--- src/rtl/panel_sreg_pkg.sv ---
package panel_sreg_pkg;

   localparam int ADR_SCRATCH = 0;
   localparam int ADR_IDENT   = 1;
   localparam int ADR_RESMODE = 2;
   localparam int ADR_CTRL    = 3;

   localparam int RES_W = 3;

   typedef enum logic [1:0] {
      PH_ADDR = 2'd0,
      PH_DIR  = 2'd1,
      PH_TURN = 2'd2,
      PH_DATA = 2'd3
   } frame_phase_e;

   function automatic logic res_code_legal(input logic [RES_W-1:0] code);
      return !(code == 3'd2 || code == 3'd3);
   endfunction

endpackage

--- src/rtl/sreg_sync.sv ---
module sreg_sync #(
   parameter int STAGES = 2,
   parameter int W      = 1
) (
   input  logic         clk,
   input  logic         rst,
   input  logic [W-1:0] d,
   output logic [W-1:0] q
);

   generate
      if (STAGES == 0) begin : g_bypass
         assign q = d;
      end else begin : g_chain
         logic [W-1:0] stage [STAGES];
         for (genvar s = 0; s < STAGES; s++) begin : g_stage
            always_ff @(posedge clk or posedge rst) begin
               if (rst)
                  stage[s] <= '0;
               else if (s == 0)
                  stage[s] <= d;
               else
                  stage[s] <= stage[(s == 0) ? 0 : s-1];
            end
         end
         assign q = stage[STAGES-1];
      end
   endgenerate

endmodule

--- src/rtl/sreg_frame_seq.sv ---
module sreg_frame_seq
   import panel_sreg_pkg::*;
#(
   parameter int ADDR_W     = 6,
   parameter int DATA_W     = 8,
   parameter int FRAME_BITS = ADDR_W + 2 + DATA_W,
   parameter int CNT_W      = $clog2(FRAME_BITS + 1)
) (
   input  logic              clk,
   input  logic              rst,
   input  logic              sel,
   input  logic              sclk,
   input  logic              sdi,
   input  logic [DATA_W-1:0] rd_data,
   output logic [ADDR_W-1:0] addr,
   output logic              wr_stb,
   output logic [DATA_W-1:0] wr_data,
   output logic              sdo,
   output logic              sdo_oe,
   output logic [CNT_W-1:0]  bit_cnt,
   output logic              is_read
);

   localparam logic [CNT_W-1:0] CNT_DIR   = CNT_W'(ADDR_W);
   localparam logic [CNT_W-1:0] CNT_TURN  = CNT_W'(ADDR_W + 1);
   localparam logic [CNT_W-1:0] CNT_DATA  = CNT_W'(ADDR_W + 2);
   localparam logic [CNT_W-1:0] CNT_LAST  = CNT_W'(FRAME_BITS - 1);
   localparam logic [CNT_W-1:0] CNT_DONE  = CNT_W'(FRAME_BITS);

   logic                sclk_d;
   logic                rise;
   logic                fall;
   logic [DATA_W-2:0]   wsh;
   logic [DATA_W-1:0]   rsh;
   frame_phase_e        phase;

   always_ff @(posedge clk or posedge rst) begin
      if (rst) sclk_d <= 1'b0;
      else     sclk_d <= sclk;
   end

   assign rise = sclk & ~sclk_d;
   assign fall = ~sclk & sclk_d;

   // phase of the bit carried by the next rising edge
   always_comb begin
      if (bit_cnt < CNT_DIR)       phase = PH_ADDR;
      else if (bit_cnt == CNT_DIR)  phase = PH_DIR;
      else if (bit_cnt == CNT_TURN) phase = PH_TURN;
      else                          phase = PH_DATA;
   end

   always_ff @(posedge clk or posedge rst) begin
      if (rst) begin
         bit_cnt <= '0;
         addr    <= '0;
         is_read <= 1'b0;
         wsh     <= '0;
         rsh     <= '0;
         sdo_oe  <= 1'b0;
      end else if (!sel) begin
         bit_cnt <= '0;
         is_read <= 1'b0;
         sdo_oe  <= 1'b0;
      end else begin
         if (rise && bit_cnt != CNT_DONE) begin
            bit_cnt <= bit_cnt + 1'b1;
            case (phase)
               PH_ADDR: addr    <= {addr[ADDR_W-2:0], sdi};
               PH_DIR:  is_read <= sdi;
               PH_DATA: wsh     <= {wsh[DATA_W-3:0], sdi};
               default: ;
            endcase
         end
         if (fall) begin
            if (bit_cnt == CNT_DONE) begin
               sdo_oe <= 1'b0;
            end else if (bit_cnt == CNT_DATA && is_read) begin
               sdo_oe <= 1'b1;
               rsh    <= rd_data;
            end else if (sdo_oe) begin
               rsh    <= {rsh[DATA_W-2:0], 1'b0};
            end
         end
      end
   end

   assign wr_stb  = sel && rise && !is_read && (bit_cnt == CNT_LAST);
   assign wr_data = {wsh, sdi};
   assign sdo     = sdo_oe & rsh[DATA_W-1];

endmodule

--- src/rtl/sreg_regfile.sv ---
module sreg_regfile
   import panel_sreg_pkg::*;
#(
   parameter int           ADDR_W    = 6,
   parameter int           DATA_W    = 8,
   parameter logic [3:0]   CHIP_ID   = 4'hB,
   parameter logic [3:0]   CHIP_VER  = 4'h2,
   parameter logic [2:0]   RES_RESET = 3'd7
) (
   input  logic              clk,
   input  logic              rst,
   input  logic              wr_stb,
   input  logic [ADDR_W-1:0] addr,
   input  logic [DATA_W-1:0] wr_data,
   output logic [DATA_W-1:0] rd_data,
   output logic [RES_W-1:0]  res_code,
   output logic              res_legal,
   output logic              res_sw,
   output logic              active
);

   localparam logic [ADDR_W-1:0] A_SCR  = ADDR_W'(ADR_SCRATCH);
   localparam logic [ADDR_W-1:0] A_ID   = ADDR_W'(ADR_IDENT);
   localparam logic [ADDR_W-1:0] A_RES  = ADDR_W'(ADR_RESMODE);
   localparam logic [ADDR_W-1:0] A_CTRL = ADDR_W'(ADR_CTRL);

   logic [DATA_W-1:0] scratch;

   always_ff @(posedge clk or posedge rst) begin
      if (rst) begin
         scratch  <= '0;
         res_code <= RES_RESET;
         res_sw   <= 1'b0;
         active   <= 1'b0;
      end else if (wr_stb) begin
         case (addr)
            A_SCR:   scratch  <= wr_data;
            A_RES:   res_code <= wr_data[RES_W-1:0];
            A_CTRL: begin
               res_sw <= wr_data[DATA_W-1];
               active <= wr_data[0];
            end
            default: ;
         endcase
      end
   end

   always_comb begin
      case (addr)
         A_SCR:   rd_data = scratch;
         A_ID:    rd_data = {CHIP_ID, CHIP_VER};
         A_RES:   rd_data = DATA_W'(res_code);
         A_CTRL:  rd_data = {res_sw, {(DATA_W-2){1'b0}}, active};
         default: rd_data = '0;
      endcase
   end

   assign res_legal = res_code_legal(res_code);

endmodule

--- src/rtl/panel_serial_regs.sv ---
module panel_serial_regs
   import panel_sreg_pkg::*;
#(
   parameter int         ADDR_W      = 6,
   parameter int         DATA_W      = 8,
   parameter int         SYNC_STAGES = 2,
   parameter logic [3:0] CHIP_ID     = 4'hB,
   parameter logic [3:0] CHIP_VER    = 4'h2,
   parameter logic [2:0] RES_RESET   = 3'd7
) (
   input  logic       clk,
   input  logic       panel_rst,
   input  logic       ser_sel,
   input  logic       ser_clk,
   input  logic       ser_din,
   output logic       ser_dout,
   output logic       ser_dout_en,
   output logic       standby,
   output logic [2:0] res_code,
   output logic       res_legal,
   output logic       res_sw_ctrl
);

   localparam int FRAME_BITS = ADDR_W + 2 + DATA_W;
   localparam int CNT_W      = $clog2(FRAME_BITS + 1);

   generate
      if (DATA_W != 8) begin : g_bad_data_w
         $error("panel_serial_regs: DATA_W must be 8");
      end
      if (ADDR_W < 2 || ADDR_W > 8) begin : g_bad_addr_w
         $error("panel_serial_regs: ADDR_W must be 2..8");
      end
      if (SYNC_STAGES < 0 || SYNC_STAGES > 4) begin : g_bad_sync
         $error("panel_serial_regs: SYNC_STAGES must be 0..4");
      end
   endgenerate

   logic              sel_s;
   logic              sclk_s;
   logic              sdi_s;
   logic [ADDR_W-1:0] frame_addr;
   logic              wr_stb;
   logic [DATA_W-1:0] wr_data;
   logic [DATA_W-1:0] rd_data;
   logic [CNT_W-1:0]  bit_cnt;
   logic              is_read;
   logic              reg_active;

   sreg_sync #(.STAGES(SYNC_STAGES), .W(3)) u_sync (
      .clk (clk),
      .rst (panel_rst),
      .d   ({ser_sel, ser_clk, ser_din}),
      .q   ({sel_s, sclk_s, sdi_s})
   );

   sreg_frame_seq #(
      .ADDR_W     (ADDR_W),
      .DATA_W     (DATA_W),
      .FRAME_BITS (FRAME_BITS),
      .CNT_W      (CNT_W)
   ) u_seq (
      .clk     (clk),
      .rst     (panel_rst),
      .sel     (sel_s),
      .sclk    (sclk_s),
      .sdi     (sdi_s),
      .rd_data (rd_data),
      .addr    (frame_addr),
      .wr_stb  (wr_stb),
      .wr_data (wr_data),
      .sdo     (ser_dout),
      .sdo_oe  (ser_dout_en),
      .bit_cnt (bit_cnt),
      .is_read (is_read)
   );

   sreg_regfile #(
      .ADDR_W    (ADDR_W),
      .DATA_W    (DATA_W),
      .CHIP_ID   (CHIP_ID),
      .CHIP_VER  (CHIP_VER),
      .RES_RESET (RES_RESET)
   ) u_regs (
      .clk       (clk),
      .rst       (panel_rst),
      .wr_stb    (wr_stb),
      .addr      (frame_addr),
      .wr_data   (wr_data),
      .rd_data   (rd_data),
      .res_code  (res_code),
      .res_legal (res_legal),
      .res_sw    (res_sw_ctrl),
      .active    (reg_active)
   );

   assign standby = ~reg_active;

endmodule

--- config.mk ---
export PLATFORM = sky130hd
export DESIGN_NAME = panel_serial_regs
export DESIGN_NICKNAME = d
export VERILOG_FILES = /design/src/rtl/panel_sreg_pkg.sv /design/src/rtl/sreg_sync.sv /design/src/rtl/sreg_frame_seq.sv /design/src/rtl/sreg_regfile.sv /design/src/rtl/panel_serial_regs.sv
export SDC_FILE = /design/constraint.sdc
export NUM_CORES = 1
export LEC_CHECK = 0
export CAP_MARGIN = 25
export CORE_AREA = 2 2 68 70
export DETAILED_ROUTE_END_ITERATION = 6
export DIE_AREA = 0 0 70 72
export GPL_ROUTABILITY_DRIVEN = 0
export PLACE_DENSITY = 0.83
export SYNTH_ARGS = -nofsm -noshare
export SYNTH_HDL_FRONTEND = slang
export SYNTH_HIERARCHICAL = 1
export SYNTH_SLANG_ARGS = --single-unit
--- constraint.sdc ---
create_clock -name clk -period 2.65 [get_ports clk]
set_input_delay 0.3975 -clock clk [delete_from_list [all_inputs] [get_ports clk]]
set_output_delay 0.3975 -clock clk [all_outputs]
set_load 0.01 [all_outputs]
* After elaboration in Yosys (flattened, before gate mapping)
Cells that the tools add are included.
Operators by class: $add $sub $neg 1, order comparisons 1, equality and inequality tests 17, multiplexer cells 15, bitwise operators 7, reduce and logical (&&, ||, !) cells 19
Operators with widths (count):
- 8-bit case mux with 4 select lines | 1
- 8-bit two-way mux | 2
- 6-bit by 2-bit == test with 1-bit output, second input constant | 2
- 5-bit by 3-bit == test with 1-bit output, second input constant | 2
- 5-bit by 4-bit == test with 1-bit output, second input constant | 2
- 5-bit two-way mux | 2
- 2-bit AND reduction | 5
- 1-bit two-way mux | 8
- 3-bit by 2-bit == test with 1-bit output, second input constant | 2
- 6-bit by 1-bit == test with 1-bit output, second input constant | 1
- 6-bit zero test | 1
- 2-bit by 1-bit != test with 1-bit output, second input constant | 3
- 3-bit AND reduction | 2
- 5-bit by 1-bit adder with 5-bit output, second input constant | 1
- 5-bit == test, second input constant | 1
- 1-bit logical AND | 5
- 5-bit by 3-bit < comparator with 1-bit output, second input constant | 1
- 5-bit != test, second input constant | 1
- 2-bit two-way mux | 2
- 1-bit inverter | 4
- 4-bit AND reduction | 1
- 1-bit AND | 3
- 3-bit by 1-bit != test with 1-bit output, second input constant | 1
- 2-bit by 1-bit == test with 1-bit output, second input constant | 1
- other kinds (5) | 6
Word-level totals: bits in registers 48, input port bits 5

* Longest topological paths before layout
word-level depth 8, mapped depth 7, mapped depth without buffers 7

* Hierarchy
Netlist, hierarchy kept.
Modules (own cells, without submodules):
- sreg_frame_seq | instances 1, cells an instance 109, area an instance 1451.4 um^2, seq. area each 725.7 um^2
- sreg_regfile | instances 1, cells an instance 59, area an instance 704.4 um^2, seq. area each 329.1 um^2
- sreg_sync | instances 1, cells an instance 10, area an instance 176.4 um^2, seq. area each 150.1 um^2
- panel_serial_regs | instances 1, cells an instance 1, area an instance 3.8 um^2, seq. area each 0.0 um^2

* Worst setup path before layout
No wires, ideal clock.
path type register -> register, from register u_seq.bit_cnt[1], to register u_regs.scratch[0], data arrival time 1.995 ns, slack 0.530 ns, cell stages (with the launch flop) 8, clock period less this slack 2.120 ns, cell sequence dfrtp_1 -> ha_1 -> and3_2 -> ha_1 -> and4b_1 -> or4b_4 -> buf_6 -> mux2_4
Between the ends: cells in the longest elaborated chain, start to end 3
RTL lines:
- from (decl) | line sreg_frame_seq.sv:20 | output logic [CNT_W-1:0] bit_cnt,
- from (signal assigned) | line sreg_frame_seq.sv:67 | bit_cnt <= bit_cnt + 1'b1;
- 5-bit by 4-bit == test with 1-bit output | line sreg_frame_seq.sv:88 | assign wr_stb = sel && rise && !is_read && (bit_cnt == CNT_LAST);
- 1-bit logical AND | line sreg_frame_seq.sv:88
- via wr_stb | line panel_serial_regs.sv:43 | logic wr_stb;
- 2-bit AND reduction (no source line)
- to (signal assigned) | line sreg_regfile.sv:37 | A_SCR: scratch <= wr_data;
- to (decl) | line sreg_regfile.sv:27 | logic [DATA_W-1:0] scratch;
The timed path passes the listed nets, and every way through them passes these cells. A chain may end at the register's enable or synchronous reset.

* Worst setup path in the final report
from register u_seq.bit_cnt[1], to register u_regs.scratch[1]
The elaborated chain is that of the path after synthesis.

==> impl_metrics.csv <==
group,metric,value,unit
cells_and_area,regArea,1200,µm²
floorplanning,io_pins,13,
critical_path,rr_worst_depth,6,
critical_path,reg2reg_from,"u_seq/bit_cnt[1]$_DFFE_PP0P_",
timing,tightest_slew,0.540,ns
clock_tree,cts_max_level,2,
clock_tree,cts_hold_buffers,0,
clock_tree,numCtsBuffers,5,
critical_path,start_kind,"flop",
placement,pre_cts_ws,0.413,ns
critical_path,cp_data_arrival_time,2.43,ns
synthesis,yosys.area.top_type,"dfrtp_1",
critical_path,cp_data_required_time,2.83,ns
synthesis,seq_area_frac_synth,51.6,%
cells_and_area,utilization,59.9,%
synthesis,synthTopCellsByCount,"45 x dfrtp_1, 25 x mux2_2, 15 x mux2_4",
placement,dp_hpwl,2890,µm
timing,slew-limit-headroom,63.9,%
clock_tree,cts_root_buf,"clkbuf_8",
synthesis,synth.distinct_cells,39,
drt,drtIter0Drc,88,
cells_and_area,area_growth,9.32,%
global_route,grt_first_pass_wirelength,6630,µm
synthesis,yosysMostFrequentCell,"dfrtp_1",
synthesis,ys.warnings.count,6,
floorplanning,coreArea,4260,µm²
clock_tree,cts_resized,0,
drt,vias_per_cell,5.51,
critical_path,path_class,"flop to flop",
critical_path,timing.rr.end,"u_regs/scratch[1]$_DFFE_PP0P_",
cells_and_area,n_fill_cell,341,
timing,timing.final.crit_period,2.25,ns
global_route,use_met1,19.7,%
cells_and_area,fin_nets,199,
synthesis,syn-num-nets,188,
pwr,ir_drop,0.000437,V
drt,num_vias,1339,
cells_and_area,drive_above_1_share,33.5,%
global_route,grt_max_degree,30,
floorplanning,start_util,54.8,%
drt,drc,0,
clock_tree,clkLatencyLatePin,0.29,ns
global_route,grt_overflow,0,
pwr,p_leak,1.20,nW
pwr,power_density,581,nW/µm²
timing,final_hold_viol_count,0,
cells_and_area,multi_input_area,1020,µm²
floorplanning,dieArea,5040,µm²
critical_path,regToRegSetupSlack,0.40,ns
min_path,hold_class,"flop to flop",
global_route,grt_pass1_vias,1460,
timing,rsz0062_at_grt,"no",
clock_tree,clock_sinks,48,
critical_path,cp-endpoint,"u_regs/scratch[1]$_DFFE_PP0P_",
clock_tree,cts_tree,"built",
drt,drtAntennaViolNets,0,
synthesis,async_reset_ff_share,100,%
timing,setup_violations,0,
cells_and_area,final_cell_area,2550,µm²
clock_tree,cts_setup_buffers,0,
synthesis,synth_top_area_share,48.2,%
drt,dr.pass1.iters,4,
global_route,grt_usage,16.8,%
timing,fmax,444,MHz
cells_and_area,antenna_cells,0,
floorplanning,die_width,70,µm
synthesis,synth-main-ff-cell,"dfrtp_1",
placement,dpl_cell_area,2460,µm²
global_route,grtUsageMet3,4.17,%
timing,setup-tns-final,0,ns
global_route,top_usage_layer,"met2",
drt,wire_per_inst,16.1,µm
outcome,run_status,"complete, no violations",
global_route,use_met2,29.7,%
pwr,total_power,1.48,mW
critical_path,startpoint,"u_seq/bit_cnt[1]$_DFFE_PP0P_",
timing,maxSlewViolCount,0,
floorplanning,die_h,72,µm
synthesis,ys_seq_elements,48,
critical_path,path_max_fanout,8,
placement,io_buffers,12,
critical_path,endpoint_kind,"flop",
clock_tree,path_clk_slew,0.08,ns
timing,period_share,85.1,%
synthesis,syn_avg_cell_area,13.1,µm²
global_route,antenna_found_initial,0,
floorplanning,num_rows,24,
synthesis,synth_area_leaders,"dfrtp_1 48%, mux2_2 12%, mux2_4 9.6%",
timing,worst_slack,0.396,ns
synthesis,synth-edff-count,0,
timing,fin_worst_skew,0.00534,ns
clock_tree,clk_path_buf_depth,2,
flow_run,timing.max_cap.violations,0,
drt,drt-total-wl,3920,µm
synthesis,syn_area,2340,µm²
synthesis,synthCells,179,
==> state kept, by name, indices dropped and copies added, names as in the netlist <==
signal                cells
u_regs/scratch            8
u_seq/rsh                 8
u_seq/wsh                 7
u_seq/addr                6
u_seq/bit_cnt             5
u_regs/res_code           3
u_sync/g_chain.stage      3
u_sync/q                  3
u_regs/active             1
u_regs/res_sw             1
u_seq/is_read             1
u_seq/sclk_d              1
u_seq/sdo_oe              1
==> metal layers <==
layer  part of all wire [%]  routed length [µm]
met2                     52                2020
met1                     43                1680
met3                    2.9                 112
met5                      0                   0
met4                    2.5                  97
==> cells in the final DEF, fill, tap and decap left out, types with 2 or more instances in the layout <==
| master | instances |
|---|---|
| nor3_1 | 6 |
| mux2_4 | 15 |
| and2_1 | 7 |
| ha_1 | 4 |
| dfstp_2 | 3 |
| buf_4 | 2 |
| dfrtp_1 | 45 |
| clkdlybuf4s50_1 | 12 |
| clkbuf_8 | 6 |
| nand3_1 | 5 |
| inv_1 | 10 |
| a21oi_1 | 3 |
| nor2_1 | 7 |
| clkinv_2 | 2 |
| mux2_2 | 25 |
| nor2b_1 | 3 |
| o21ai_0 | 3 |
| o21a_1 | 2 |
| xnor2_1 | 3 |
| and3_2 | 2 |
| mux2i_1 | 3 |
| nand2_1 | 5 |
==> where the power goes <==
group	internal (mW)	switching (mW)	leakage [nW]	total (mW)
Clock	0.208	0.222	0.0510	0.431
Combinational	0.0907	0.0949	0.519	0.186
Sequential	0.786	0.0817	0.632	0.868
Total	1.08	0.399	1.20	1.48
==> kinds of logic (layout without fill, tap and decap cells) <==
| family | after synthesis | count (layout) | synth area share, % |
|---|---|---|---|
| multiplexers | 43 | 43 | 23.0 |
| AO/OA/AOI/OAI | 12 | 12 | 3.53 |
| buffers and inverters | 20 | 32 | 4.82 |
| flip-flops | 48 | 48 | 51.6 |
| adder cells (fa/ha/maj) | 4 | 4 | 2.14 |
| AND/OR/NAND/NOR | 49 | 49 | 13.8 |
| XOR/XNOR | 3 | 3 | 1.13 |
==> per-stage QoR <==
stage,hold slack (ns),cells
4_1_cts,0.361,243
3_3_place_gp,0.332,235
6_report,0.358,243
2_1_floorplan,0.188,179
5_1_grt,0.364,243
3_5_place_dp,0.342,235
==> worst min-delay path by stage <==
stage | from | depth (start not counted) | slack [ns] | end
final | u_sync/g_chain.stage[4]$_DFF_PP0_ | 0 | 0.36 | u_sync/q[1]$_DFF_PP0_
after global routing | u_sync/g_chain.stage[4]$_DFF_PP0_ | 0 | 0.36 | u_sync/q[1]$_DFF_PP0_
after floorplan | panel_rst | 1 | 0.19 | u_sync/g_chain.stage[3]$_DFF_PP0_
after global placement | u_sync/g_chain.stage[4]$_DFF_PP0_ | 0 | 0.33 | u_sync/q[1]$_DFF_PP0_
after CTS | u_sync/g_chain.stage[4]$_DFF_PP0_ | 0 | 0.36 | u_sync/q[1]$_DFF_PP0_
after detailed placement | u_sync/g_chain.stage[4]$_DFF_PP0_ | 0 | 0.34 | u_sync/q[1]$_DFF_PP0_
==> worst max-delay path, stage by stage, from the launching register on <==
cell	delay (ns)
dfrtp_1	0.43
ha_1	0.23
and3_2	0.20
ha_1	0.13
and4b_1	0.23
or4b_4	0.58
mux2_4	0.34
==> area by class of cell <==
type | instances | area share, %
Timing Repair Buffer | 14 | 5.29
Clock buffer | 6 | 3.23
Clock inverter | 2 | 0.392
Inverter | 10 | 1.47
Tap cell | 52 | 2.55
Multi-Input combinational cell | 111 | 39.9
Sequential cell | 48 | 47.2
Note: power is estimated with default switching activity, not from simulation.
